### src/rtl/rxw_pkg.sv
package rxw_pkg;

    typedef enum logic [3:0] {
        ST_IDLE,
        ST_DATA,
        ST_SKIP,
        ST_PAD,
        ST_CRC,
        ST_ODD,
        ST_CTRL,
        ST_HDR
    } rxw_state_e;

    localparam logic [7:0]  CTRL_ODD_BYTE  = 8'h60;
    localparam logic [7:0]  CTRL_EVEN_BYTE = 8'h40;
    localparam logic [31:0] CRC_POLY_REFL  = 32'hEDB88320;

    function automatic logic [31:0] crc_step(input logic [31:0] cur, input logic [7:0] din);
        logic [31:0] c;
        c = cur ^ {24'h0, din};
        for (int b = 0; b < 8; b++) begin
            c = c[0] ? ((c >> 1) ^ CRC_POLY_REFL) : (c >> 1);
        end
        return c;
    endfunction

endpackage

### src/rtl/rxw_crc32.sv
module rxw_crc32 (
    input  logic        clk,
    input  logic        rst_n,
    input  logic        init,
    input  logic        upd,
    input  logic [7:0]  din,
    output logic [31:0] crc_out
);
    import rxw_pkg::*;

    logic [31:0] acc;
    logic [31:0] base;

    always_comb base = init ? 32'hFFFF_FFFF : acc;

    always_ff @(posedge clk or negedge rst_n) begin
        if (!rst_n) begin
            acc <= 32'hFFFF_FFFF;
        end else if (upd) begin
            acc <= crc_step(base, din);
        end else if (init) begin
            acc <= 32'hFFFF_FFFF;
        end
    end

    assign crc_out = ~acc;

    // a fresh start with no byte leaves the inverted all-ones value
    a_r6_init_value: assert property (@(posedge clk) disable iff (!rst_n)
        (init && !upd) |=> (crc_out == 32'h0));

endmodule

### src/rtl/rxw_len.sv
module rxw_len #(
    parameter int BUF_BYTES  = 2048,
    parameter int LONG_FRAME = 1518,
    parameter int CW         = 12
) (
    input  logic [CW-1:0] cnt,
    input  logic          crc_on,
    output logic [CW-1:0] even_cnt,
    output logic [CW-1:0] stored_cnt,
    output logic [CW-1:0] trl_base,
    output logic          next_over,
    output logic          odd,
    output logic          too_long
);
    logic [CW-1:0] cnt_inc;
    logic [CW-1:0] even_inc;
    logic [CW-1:0] crc_bytes;

    always_comb begin
        crc_bytes  = crc_on ? CW'(4) : CW'(0);
        cnt_inc    = cnt + CW'(1);
        even_inc   = {cnt_inc[CW-1:1], 1'b0};
        even_cnt   = {cnt[CW-1:1], 1'b0};
        stored_cnt = even_cnt + CW'(6) + crc_bytes;
        trl_base   = CW'(4) + even_cnt + crc_bytes;
        next_over  = (even_inc + CW'(6) + crc_bytes) > CW'(BUF_BYTES);
        odd        = cnt[0];
        too_long   = cnt > CW'(LONG_FRAME);
    end

endmodule

### src/rtl/rx_frame_writer.sv
module rx_frame_writer #(
    parameter int NUM_BUFS   = 4,
    parameter int BUF_BYTES  = 2048,
    parameter int MIN_FRAME  = 64,
    parameter int LONG_FRAME = 1518,
    localparam int NBW = $clog2(NUM_BUFS),
    localparam int AW  = $clog2(BUF_BYTES),
    localparam int CW  = AW + 2
) (
    input  logic           clk,
    input  logic           rst_n,
    input  logic           rx_valid,
    input  logic           rx_sof,
    input  logic           rx_eof,
    input  logic [7:0]     rx_byte,
    input  logic           rx_en,
    input  logic           soft_rst,
    input  logic           strip_crc,
    output logic           alloc_req,
    input  logic           alloc_gnt,
    input  logic [NBW-1:0] alloc_num,
    output logic           mem_we,
    output logic [NBW-1:0] mem_buf,
    output logic [AW-1:0]  mem_addr,
    output logic [7:0]     mem_wdata,
    output logic           q_push,
    output logic [NBW-1:0] q_num,
    output logic           rel_valid,
    output logic [NBW-1:0] rel_num,
    output logic           rx_irq
);
    import rxw_pkg::*;

    rxw_state_e     state, state_n;
    logic [NBW-1:0] buf_num;
    logic [CW-1:0]  nbytes;
    logic           crc_on;
    logic [7:0]     last_byte;
    logic [1:0]     idx;

    logic           take;
    logic           data_wr;
    logic           crc_init, crc_upd;
    logic [7:0]     crc_din;
    logic [31:0]    crc_val;

    logic [CW-1:0]  even_cnt, stored_cnt, trl_base;
    logic           next_over, is_odd, is_long;
    logic [15:0]    status_w;
    logic [15:0]    count_w;

    rxw_len #(
        .BUF_BYTES (BUF_BYTES),
        .LONG_FRAME(LONG_FRAME),
        .CW        (CW)
    ) u_len (
        .cnt       (nbytes),
        .crc_on    (crc_on),
        .even_cnt  (even_cnt),
        .stored_cnt(stored_cnt),
        .trl_base  (trl_base),
        .next_over (next_over),
        .odd       (is_odd),
        .too_long  (is_long)
    );

    rxw_crc32 u_crc (
        .clk    (clk),
        .rst_n  (rst_n),
        .init   (crc_init),
        .upd    (crc_upd),
        .din    (crc_din),
        .crc_out(crc_val)
    );

    always_comb begin
        alloc_req = (state == ST_IDLE) && rx_valid && rx_sof && rx_en && !soft_rst;
        take      = alloc_req && alloc_gnt;
        data_wr   = (state == ST_DATA) && rx_valid && !soft_rst && !next_over;
        crc_init  = take;
        crc_upd   = take || data_wr || (state == ST_PAD);
        crc_din   = (state == ST_PAD) ? 8'h00 : rx_byte;
        status_w  = 16'({is_odd, is_long}) << 11;
        count_w   = 16'(stored_cnt);
    end

    // next-state logic
    always_comb begin
        state_n = state;
        unique case (state)
            ST_IDLE: begin
                if (rx_valid && rx_sof) begin
                    if (take) begin
                        if (!rx_eof)                         state_n = ST_DATA;
                        else if (MIN_FRAME > 1)              state_n = ST_PAD;
                        else                                 state_n = strip_crc ? ST_ODD : ST_CRC;
                    end else if (!rx_eof) begin
                        state_n = ST_SKIP;
                    end
                end
            end
            ST_DATA: begin
                if (soft_rst) begin
                    state_n = ST_IDLE;
                end else if (rx_valid) begin
                    if (next_over)                           state_n = rx_eof ? ST_IDLE : ST_SKIP;
                    else if (rx_eof) begin
                        if ((nbytes + CW'(1)) < CW'(MIN_FRAME)) state_n = ST_PAD;
                        else                                 state_n = crc_on ? ST_CRC : ST_ODD;
                    end
                end
            end
            ST_SKIP: if (rx_valid && rx_eof) state_n = ST_IDLE;
            ST_PAD:  if ((nbytes + CW'(1)) >= CW'(MIN_FRAME)) state_n = crc_on ? ST_CRC : ST_ODD;
            ST_CRC:  if (idx == 2'd3) state_n = ST_ODD;
            ST_ODD:  state_n = ST_CTRL;
            ST_CTRL: state_n = ST_HDR;
            ST_HDR:  if (idx == 2'd3) state_n = ST_IDLE;
            default: state_n = ST_IDLE;
        endcase
    end

    // state register
    always_ff @(posedge clk or negedge rst_n) begin
        if (!rst_n) begin
            state <= ST_IDLE;
            idx   <= 2'd0;
        end else begin
            state <= state_n;
            idx   <= (state_n != state) ? 2'd0 : idx + 2'd1;
        end
    end

    // datapath and registered outputs
    always_ff @(posedge clk or negedge rst_n) begin
        if (!rst_n) begin
            buf_num   <= '0;
            nbytes    <= '0;
            crc_on    <= 1'b0;
            last_byte <= 8'h00;
            mem_we    <= 1'b0;
            mem_buf   <= '0;
            mem_addr  <= '0;
            mem_wdata <= 8'h00;
            q_push    <= 1'b0;
            q_num     <= '0;
            rel_valid <= 1'b0;
            rel_num   <= '0;
            rx_irq    <= 1'b0;
        end else begin
            mem_we    <= 1'b0;
            q_push    <= 1'b0;
            rel_valid <= 1'b0;
            rx_irq    <= 1'b0;
            unique case (state)
                ST_IDLE: begin
                    if (take) begin
                        buf_num   <= alloc_num;
                        crc_on    <= !strip_crc;
                        nbytes    <= CW'(1);
                        last_byte <= rx_byte;
                        mem_we    <= 1'b1;
                        mem_buf   <= alloc_num;
                        mem_addr  <= AW'(4);
                        mem_wdata <= rx_byte;
                    end
                end
                ST_DATA: begin
                    if (soft_rst || (rx_valid && next_over)) begin
                        rel_valid <= 1'b1;
                        rel_num   <= buf_num;
                    end else if (rx_valid) begin
                        nbytes    <= nbytes + CW'(1);
                        last_byte <= rx_byte;
                        mem_we    <= 1'b1;
                        mem_buf   <= buf_num;
                        mem_addr  <= AW'(nbytes + CW'(4));
                        mem_wdata <= rx_byte;
                    end
                end
                ST_SKIP: begin
                end
                ST_PAD: begin
                    nbytes    <= nbytes + CW'(1);
                    mem_we    <= 1'b1;
                    mem_buf   <= buf_num;
                    mem_addr  <= AW'(nbytes + CW'(4));
                    mem_wdata <= 8'h00;
                end
                ST_CRC: begin
                    mem_we    <= 1'b1;
                    mem_buf   <= buf_num;
                    mem_addr  <= AW'(even_cnt + CW'(4) + CW'(idx));
                    mem_wdata <= crc_val[8*idx +: 8];
                end
                ST_ODD: begin
                    mem_we    <= 1'b1;
                    mem_buf   <= buf_num;
                    mem_addr  <= AW'(trl_base);
                    mem_wdata <= is_odd ? last_byte : 8'h00;
                end
                ST_CTRL: begin
                    mem_we    <= 1'b1;
                    mem_buf   <= buf_num;
                    mem_addr  <= AW'(trl_base + CW'(1));
                    mem_wdata <= is_odd ? CTRL_ODD_BYTE : CTRL_EVEN_BYTE;
                end
                ST_HDR: begin
                    mem_we   <= 1'b1;
                    mem_buf  <= buf_num;
                    mem_addr <= AW'(idx);
                    unique case (idx)
                        2'd0:    mem_wdata <= status_w[7:0];
                        2'd1:    mem_wdata <= status_w[15:8];
                        2'd2:    mem_wdata <= count_w[7:0];
                        default: mem_wdata <= count_w[15:8];
                    endcase
                    if (idx == 2'd3) begin
                        q_push <= 1'b1;
                        q_num  <= buf_num;
                        rx_irq <= 1'b1;
                    end
                end
                default: begin
                end
            endcase
        end
    end

    // allocation is only requested while idle, enabled and out of soft reset
    a_r1_alloc_gated: assert property (@(posedge clk) disable iff (!rst_n)
        alloc_req |-> (rx_en && !soft_rst && state == ST_IDLE));

    // a data byte is only written where the full trailer still fits
    a_r8_no_overflow: assert property (@(posedge clk) disable iff (!rst_n)
        data_wr |-> (int'(nbytes) + 4 < BUF_BYTES));

    // a frame is either queued or returned, never both at once
    a_r8_push_xor_release: assert property (@(posedge clk) disable iff (!rst_n)
        !(q_push && rel_valid));

    // completion comes with the interrupt and the last header byte
    a_r9_push_with_irq: assert property (@(posedge clk) disable iff (!rst_n)
        q_push |-> (rx_irq && mem_we && mem_addr == AW'(3) && mem_buf == q_num));

    // the control byte written one cycle after CTRL takes one of two codes
    a_r7_ctrl_code: assert property (@(posedge clk) disable iff (!rst_n)
        ($past(state) == ST_CTRL && state == ST_HDR) |->
            (mem_we && (mem_wdata == CTRL_ODD_BYTE || mem_wdata == CTRL_EVEN_BYTE)));

endmodule

### config.mk
export PLATFORM = sky130hd
export DESIGN_NAME = rx_frame_writer
export DESIGN_NICKNAME = d
export VERILOG_FILES = /design/src/rtl/rxw_pkg.sv /design/src/rtl/rxw_crc32.sv /design/src/rtl/rxw_len.sv /design/src/rtl/rx_frame_writer.sv
export SDC_FILE = /design/constraint.sdc
export NUM_CORES = 1
export LEC_CHECK = 0
export BUFFER_PORTS_ARGS = -buffer_cell sky130_fd_sc_hd__buf_2
export CORE_ASPECT_RATIO = 0.75
export CORE_UTILIZATION = 30
export CTS_BUF_LIST = sky130_fd_sc_hd__clkbuf_16
export CTS_CLUSTER_DIAMETER = 120
export CTS_CLUSTER_SIZE = 16
export DETAILED_ROUTE_END_ITERATION = 8
export HOLD_SLACK_MARGIN = 0.08
export PLACE_DENSITY_LB_ADDON = 0.25
export SLEW_MARGIN = 20
export SYNTH_ARGS = -nofsm -noshare
export SYNTH_HDL_FRONTEND = slang
export SYNTH_SLANG_ARGS = --single-unit
### constraint.sdc
create_clock -name clk -period 6.4 [get_ports clk]
set_clock_uncertainty 0.2 [all_clocks]
set_input_delay 1.6 -clock clk [delete_from_list [all_inputs] [get_ports clk]]
set_output_delay 1.6 -clock clk [all_outputs]
set_load 0.005 [all_outputs]
### After elaboration in Yosys (flattened, before gate mapping)

Index checks and enable logic that the tools add are counted.
W data, S select, Z words.

* eq/ne operators: 14
* $lt $le $gt $ge: 4
* muxes and demuxes: 57
* reduce and logical (&&, ||, !) cells: 31
* shifts and indexed selects: 1
* bitwise gates (word level): 10
* add/sub/neg operators: 11

Operators with widths (count)
* $mux W32: 10
* $not A13 Y14: 8
* $pmux W11 S7: 1
* $pmux W8 S7: 1
* $mux W4: 11
* $mux W8: 5
* $mux W13: 3
* $pmux W13 S3: 1
* $mux W11: 3
* $not A32 Y32: 1
* $pmux W4 S8: 1
* $shiftx A32 B6 Y8: 1
* $xor A32 B8 Y32: 1
* $add A13 B13 Y13: 2
* $add A13 B3 Y13 const B: 2
* $pmux W8 S3: 1
* $eq A4 B3 Y1 const B: 4
* $pmux W8 S2: 1
* $reduce_and A4 Y1: 4
* $add A13 B1 Y13 const B: 1
* $ge A13 B7 Y1 const B: 1
* $gt A13 B11 Y1 const B: 1
* $gt A13 B12 Y1 const B: 1
* $lt A13 B7 Y1 const B: 1
* 28 further kinds: 62

* input bits: 19
* register bits: 90
* logic and storage cells: 143

### Depth between registers and ports, before layout

* word-level depth: 25
* depth in mapped cells: 16
* depth with buffers taken out: 15

### By module

From an unflattened synthesis, not the netlist that was laid out.

* cells, all modules: 937
* area, all modules: 8017.7 um^2

By module, submodules not included
* rx_frame_writer: cells each 474, area an instance 3977.6 um^2, sequential area each 1451.4 um^2, times used 1
* rxw_crc32: cells each 302, area an instance 2829.0 um^2, sequential area each 840.8 um^2, times used 1
* rxw_len: cells each 161, area an instance 1211.2 um^2, sequential area each 0.0 um^2, times used 1

### Worst setup path after synthesis

No wires, ideal clock.

* kind: flip-flop to flip-flop
* from: register nbytes[1]
* to: register rel_num[0]
* required time: 6.075 ns
* path slack: 2.440 ns
* data arrival time: 3.635 ns
* stages on the path, launching flop included: 16
* clock period less this slack: 3.960 ns
* library setup time: 0.125 ns
* cells stage by stage: dfrtp_1 ha_1 xnor2_1 ha_1 inv_1 ha_1 fa_1 inv_1 nand3_1 a2111oi_0 o2111ai_1 a211oi_1 a21oi_1 or3_1 o2111ai_1 mux2_2

* cells in the longest elaborated chain, start to end: 7

RTL lines
* from (decl): line rx_frame_writer.sv:36 `logic [CW-1:0] nbytes;`
* from (signal assigned): line rx_frame_writer.sv:173 `nbytes <= nbytes + CW'(1);`
* from (signal assigned): line rx_frame_writer.sv:184 `nbytes <= nbytes + CW'(1);`
* $add A13 B1 Y13: line rxw_len.sv:21 `cnt_inc = cnt + CW'(1);`
* $add A13 B3 Y13: line rxw_len.sv:26 `next_over = (even_inc + CW'(6) + crc_bytes) > CW'(BUF_BYTES);`
* $add A13 B13 Y13: line rxw_len.sv:26
* $gt A13 B12 Y1: line rxw_len.sv:26
* $logic_and A1 B1 Y1: line rx_frame_writer.sv:169 `if (soft_rst || (rx_valid && next_over)) begin`
* $logic_or A1 B1 Y1: line rx_frame_writer.sv:169
* $reduce_and A2 Y1 (no line)
* to (signal assigned): line rx_frame_writer.sv:171 `rel_num <= buf_num;`
* to (decl): line rx_frame_writer.sv:29 `output logic [NBW-1:0] rel_num,`

Every way passes these cells.
A chain may end at the register's enable or synchronous reset.

### Final worst setup path

* from: register nbytes[1]
* to: register u_crc.acc[20]

* cells in the longest elaborated chain, start to end: 9

RTL lines
* $add A13 B1 Y13: line rxw_len.sv:21
* $add A13 B3 Y13: line rxw_len.sv:26
* $add A13 B13 Y13: line rxw_len.sv:26
* $gt A13 B12 Y1: line rxw_len.sv:26
* $logic_not A1 Y1: line rx_frame_writer.sv:79 `data_wr = (state == ST_DATA) && rx_valid && !soft_rst && !next_over;`
* $logic_and A1 B1 Y1: line rx_frame_writer.sv:79
* $logic_or A1 B1 Y1 (2 in a row): line rx_frame_writer.sv:81 `crc_upd = take || data_wr || (state == ST_PAD);`
* $mux W32: line rxw_crc32.sv:19 `end else if (upd) begin`
* to (signal assigned): line rxw_crc32.sv:20 `acc <= crc_step(base, din);`
* to (decl): line rxw_crc32.sv:11 `logic [31:0] acc;`

Every way passes these cells.

==> flow_summary.html <==
<table>
<tr><th>Metric</th><th>Value</th></tr>
<tr><th colspan="2">Outcome</th></tr>
<tr><td>Run status</td><td>finished, final reports clean</td></tr>
<tr><th colspan="2">Detailed routing</th></tr>
<tr><td>Initial DRC Count</td><td>510</td></tr>
<tr><td>Average wire per cell in the routed design</td><td>~18 um</td></tr>
<tr><td>Routed via count</td><td>between 5000 and 6000</td></tr>
<tr><td>First-pass iteration count of the detailed router</td><td>7</td></tr>
<tr><td>Number of vias per cell after detailed routing</td><td>5.28</td></tr>
<tr><td>Number of nets still failing antenna checks after routing</td><td>0</td></tr>
<tr><td>Post-Route WL</td><td>19.2 mm</td></tr>
<tr><td>DRC Markers</td><td>0</td></tr>
<tr><th colspan="2">Layout</th></tr>
<tr><td>Area used by multi-input combinational logic</td><td>4060 um^2</td></tr>
<tr><td>Antenna Cells</td><td>0</td></tr>
<tr><td>Footprint of the flip-flops and latches</td><td>around 2300 um^2</td></tr>
<tr><td>Non-filler instance count after layout</td><td>1065</td></tr>
<tr><td>Area growth, synth to finish</td><td>11.6%</td></tr>
<tr><td>Layout filler cell count</td><td>2187</td></tr>
<tr><td>Share of the core filled with cells in the final layout</td><td>about 35%</td></tr>
<tr><td>Share of cells above drive strength 1</td><td>about a fifth</td></tr>
<tr><td>Final Net Count</td><td>slightly above 800</td></tr>
<tr><th colspan="2">Setup path</th></tr>
<tr><td>CP Class</td><td>flop to flop</td></tr>
<tr><td>Highest-delay cell along the critical path</td><td>o211ai_4</td></tr>
<tr><td>Delay of the slowest cell on the worst path</td><td>0.67 ns</td></tr>
<tr><td>Crit path arrival time</td><td>between 5 and 6 ns</td></tr>
<tr><td>Worst Reg-to-Reg Cells</td><td>15</td></tr>
<tr><td>Crit path from</td><td>nbytes[1]</td></tr>
<tr><td>Critical-path cell list</td><td>ha_1 -&gt; xnor2_1 -&gt; ha_1 -&gt; inv_1 -&gt; ha_1 -&gt; fa_1 -&gt; inv_1 -&gt; nand3_1 -&gt; a2111oi_0 -&gt; o2111ai_1 -&gt; a211oi_1 -&gt; a21oi_1 -&gt; o211ai_4 -&gt; buf_4 -&gt; mux2_2</td></tr>
<tr><td>Critical register-to-register path endpoint</td><td>u_crc.acc[20]</td></tr>
<tr><td>Critical Path Sink Type</td><td>flop</td></tr>
<tr><td>Launching element type of the critical path</td><td>flop</td></tr>
<tr><td>Biggest fanout along the worst timing path</td><td>28</td></tr>
<tr><td>Reg-to-reg setup timing slack</td><td>between 1 and 1.5 ns</td></tr>
<tr><td>Launch instance of the worst register-to-register path</td><td>nbytes[1]</td></tr>
<tr><td>Cell mode on critical path</td><td>ha_1</td></tr>
<tr><td>Data required, critical path</td><td>6.50 ns</td></tr>
<tr><th colspan="2">Synthesis</th></tr>
<tr><td>Number of storage elements in the synthesis netlist</td><td>90</td></tr>
<tr><td>Number of synthesized flops with an enable pin</td><td>0</td></tr>
<tr><td>Syn nets</td><td>roughly 790</td></tr>
<tr><td>Syn Std Cell Area</td><td>6670 um^2</td></tr>
<tr><td>Compound-Gate Fraction of Synth Area</td><td>roughly 17%</td></tr>
<tr><td>Multiplexer share of the synthesized area</td><td>7.88%</td></tr>
<tr><td>Post-synth cell types</td><td>between 70 and 80</td></tr>
<tr><td>Leading register cell type out of synthesis</td><td>dfrtp_1</td></tr>
<tr><td>Post-synthesis area per instance</td><td>8.94 um^2</td></tr>
<tr><td>Xor and xnor fraction of the mapped netlist area</td><td>15.7%</td></tr>
<tr><td>Fraction of the mapped netlist area in simple logic gates</td><td>between 15 and 20%</td></tr>
<tr><td>Largest family of logic cells by synthesized area</td><td>compound AO/OA/AOI/OAI gates</td></tr>
<tr><td>Share of async-settable or async-resettable flops after synthesis</td><td>100%</td></tr>
<tr><td>Proportion of synthesized chip area in sequential cells</td><td>between 30 and 40%</td></tr>
<tr><td>Number of warnings reported in the yosys synthesis log</td><td>0</td></tr>
<tr><td>Adder-cell area share of the yosys netlist</td><td>just over 4%</td></tr>
<tr><td>Mapped Cells</td><td>746</td></tr>
<tr><th colspan="2">Clock tree</th></tr>
<tr><td>Maximum number of buffers from clock root to sink</td><td>2</td></tr>
<tr><td>Number of buffers inserted by post-CTS setup repair</td><td>0</td></tr>
<tr><td>Insertion delay of the later-clocked pin in the worst-skew pair</td><td>0.36 ns</td></tr>
<tr><td>Clock tree root buffer cell</td><td>clkbuf_16</td></tr>
<tr><td>Sinks on Clock Net</td><td>90</td></tr>
<tr><td>TritonCTS clock tree</td><td>done</td></tr>
<tr><td>Number of H-tree branching levels</td><td>3</td></tr>
<tr><td>Clock-pin slew on the worst setup and hold paths</td><td>around 0.080 ns</td></tr>
<tr><td>Number of buffers created by CTS</td><td>9</td></tr>
<tr><td>CTS Hold Bufs</td><td>0</td></tr>
<tr><td>Post-cts gate resize count</td><td>0</td></tr>
<tr><th colspan="2">Min path</th></tr>
<tr><td>Worst hold path class</td><td>flop to flop</td></tr>
<tr><td>Hold endpoint</td><td>mem_addr[10]</td></tr>
<tr><td>Cells on Worst Hold Path</td><td>1</td></tr>
<tr><td>Launch instance of the worst min-delay path</td><td>mem_addr[10]</td></tr>
<tr><th colspan="2">Place</th></tr>
<tr><td>HPWL after detailed placement</td><td>between 10 and 15 mm</td></tr>
<tr><td>IO Port Bufs</td><td>48</td></tr>
<tr><td>Cell count after placement</td><td>1049</td></tr>
<tr><td>Final GP Congestion</td><td>0.829</td></tr>
<tr><th colspan="2">GRT</th></tr>
<tr><td>Overall global routing resource usage</td><td>between 10% and 20%</td></tr>
<tr><td>Met2 usage in global routing</td><td>a little under a quarter</td></tr>
<tr><td>Global-route layer with the greatest usage</td><td>met1</td></tr>
<tr><td>Wire length of the first global-routing pass</td><td>between 30 and 40 mm</td></tr>
<tr><td>Residual overflow from global routing</td><td>0</td></tr>
<tr><td>Antenna violations before repair</td><td>0</td></tr>
<tr><td>Met3 layer usage reported by global route</td><td>between 3 and 4%</td></tr>
<tr><td>Met1 capacity usage during global routing</td><td>28.7%</td></tr>
<tr><td>Pin count of the biggest net entering global routing</td><td>between 50 and 60</td></tr>
<tr><td>Number of global-route vias before repair</td><td>around 5100</td></tr>
<tr><th colspan="2">Floorplanning</th></tr>
<tr><td>FP Rows</td><td>46</td></tr>
<tr><td>Total I/O pin count</td><td>49</td></tr>
<tr><td>Effective utilization at floorplan</td><td>a little under a third</td></tr>
<tr><td>Full die area</td><td>22800 um^2</td></tr>
<tr><td>Total core area</td><td>around 21000 um^2</td></tr>
<tr><td>Chip height</td><td>around 130 um</td></tr>
<tr><td>Die W</td><td>~170 um</td></tr>
<tr><th colspan="2">Timing</th></tr>
<tr><td>TNS Setup</td><td>0 ns</td></tr>
<tr><td>Post-route fraction of the period consumed by the critical path</td><td>78.4%</td></tr>
<tr><td>Setup repair after global routing missed its margin</td><td>no</td></tr>
<tr><td>Number of failing hold endpoints at the final stage</td><td>0</td></tr>
<tr><td>Final count of pins violating max slew</td><td>0</td></tr>
<tr><td>Relative slew slack</td><td>32.4%</td></tr>
<tr><td>Highest achievable clock rate</td><td>199 MHz</td></tr>
<tr><td>Time the worst path needs with I/O delays and setup</td><td>5.02 ns</td></tr>
<tr><td>Min Hold Slack</td><td>between 0.2 and 0.3 ns</td></tr>
<tr><td>Final setup violation count</td><td>0</td></tr>
<tr><td>Slew of the pin with the lowest slew margin</td><td>a little over 1 ns</td></tr>
<tr><th colspan="2">Flow run</th></tr>
<tr><td>Max-cap violations</td><td>0</td></tr>
<tr><th colspan="2">Pwr</th></tr>
<tr><td>Pleak</td><td>a little under 3 nW</td></tr>
<tr><td>Clock Power Share</td><td>between 15 and 20%</td></tr>
<tr><td>Internal cell power</td><td>~1.8 mW</td></tr>
<tr><td>Part of the power in combinational logic</td><td>50.0%</td></tr>
<tr><td>Flop pwr share</td><td>between 30% and 40%</td></tr>
<tr><td>Sw Pwr</td><td>1.27 mW</td></tr>
<tr><td>PnR Total Power</td><td>slightly above 3 mW</td></tr>
<tr><td>Switching power share of the total</td><td>~41%</td></tr>
<tr><td>Largest voltage drop on the vdd net</td><td>around 0.00020 V</td></tr>
<tr><td>Areal power density over the cells</td><td>roughly 410 nW/um^2</td></tr>
</table>
[registers in the layout, indices dropped and copies added (netlist names), 4 cells and up]
signal and cells:
mem_addr 11, last_byte 8, mem_wdata 8, u_crc.acc 32
state 4, nbytes 13
[worst max-delay path, delay by kind of cell, from the launching register on]
family                   cells  cell delay, ns
AO/OA/AOI/OAI                5            1.85
flip-flops                   1            0.52
multiplexers                 1            0.38
buffers and inverters        3            0.57
AND/OR/NAND/NOR              1            0.06
adder cells (fa/ha/maj)      4            1.21
XOR/XNOR                     1            0.15
[final cells by class]
type	count	share of cell area, %
Clock inverter	7	0.942
Tap cell	288	4.84
Timing Repair Buffer	59	4.37
Inverter	28	1.41
Sequential cell	90	30.8
Clock buffer	9	3.03
Multi-Input combinational cell	584	54.6
[synth_stat cells, types with 5 or more instances]
master    count  area, um^2
mux2_1        8        90.1
a22oi_1       6        45.0
nor3_1       18        90.1
dfrtp_1      58        1450
o211ai_1      9        67.6
mux2_2       20         225
buf_2        13        65.1
a21oi_1      59         295
nor2_1      111         417
dfstp_2      32         841
xor2_1       36         315
a31oi_1      10        62.6
xnor2_2       5        81.3
buf_4         6        45.0
nand3_1      20         100
nand2_1      54         203
a211oi_1      6        45.0
or3_1         7        43.8
inv_1        28         105
mux4_2        8         180
a221oi_1      7        61.3
o21ai_0      26         130
ha_1         18         225
xnor2_1      71         622
nor4_1        7        43.8
clkbuf_1     21        78.8
[worst max-delay path by stage]
stage	to	slack, ns
after global routing	u_crc.acc[20]	1.12
after detailed placement	u_crc.acc[20]	1.40
after floorplan	rel_num[0]	2.44
after global placement	u_crc.acc[20]	1.45
after CTS	u_crc.acc[20]	1.42
final	u_crc.acc[20]	1.38
[power by group through the flow]
| stage | clock network [mW] | logic, mW | registers (mW) |
|---|---|---|---|
| final | 0.544 | 1.54 | 0.999 |
| after global routing | 0.585 | 1.68 | 1.03 |
| after CTS | 0.565 | 1.54 | 0.994 |
| after detailed placement | 0 | 1.52 | 1.00 |
| after global placement | 0 | 1.52 | 1.00 |
| after floorplan | 0 | 1.20 | 0.928 |
[metrics by stage]
stage	setup WS, ns	area, um^2
finish	1.38	7440
CTS	1.42	7440
global route	1.12	7440
global placement	1.45	7140
floorplan	2.44	6670
detailed placement	1.40	7140
[logic make-up after synthesis]
kind of cell	Yosys count
compound gates	170
xor+xnor	113
fa+ha+maj	21
buf+inv	72
flops	90
mux	39
other cells	1
simple gates	240
[cell usage in the layout, fill, tap and decap left out, types with 7 or more instances in the layout]
| cell | count |
|---|---|
| mux2_2 | 20 |
| buf_4 | 12 |
| buf_2 | 47 |
| nor3_1 | 17 |
| a21oi_1 | 59 |
| mux4_2 | 8 |
| dfstp_2 | 32 |
| o211ai_1 | 9 |
| nor2_1 | 111 |
| ha_1 | 18 |
| inv_1 | 28 |
| nand3_1 | 20 |
| mux2_1 | 8 |
| or3_1 | 7 |
| xor2_1 | 36 |
| a31oi_1 | 10 |
| dfrtp_1 | 58 |
| nand2_1 | 54 |
| xnor2_1 | 71 |
| nor4_1 | 7 |
| o21ai_0 | 26 |
| a221oi_1 | 7 |
| clkbuf_16 | 9 |
[layer usage]
metal  part of all wire, %  up-vias
li1                      -     2676
met1                    55     2739
met2                    38      201
met3                   6.5       12
met4                  0.86        0
met5                     0        -
Power figures use the tool's default switching activity.
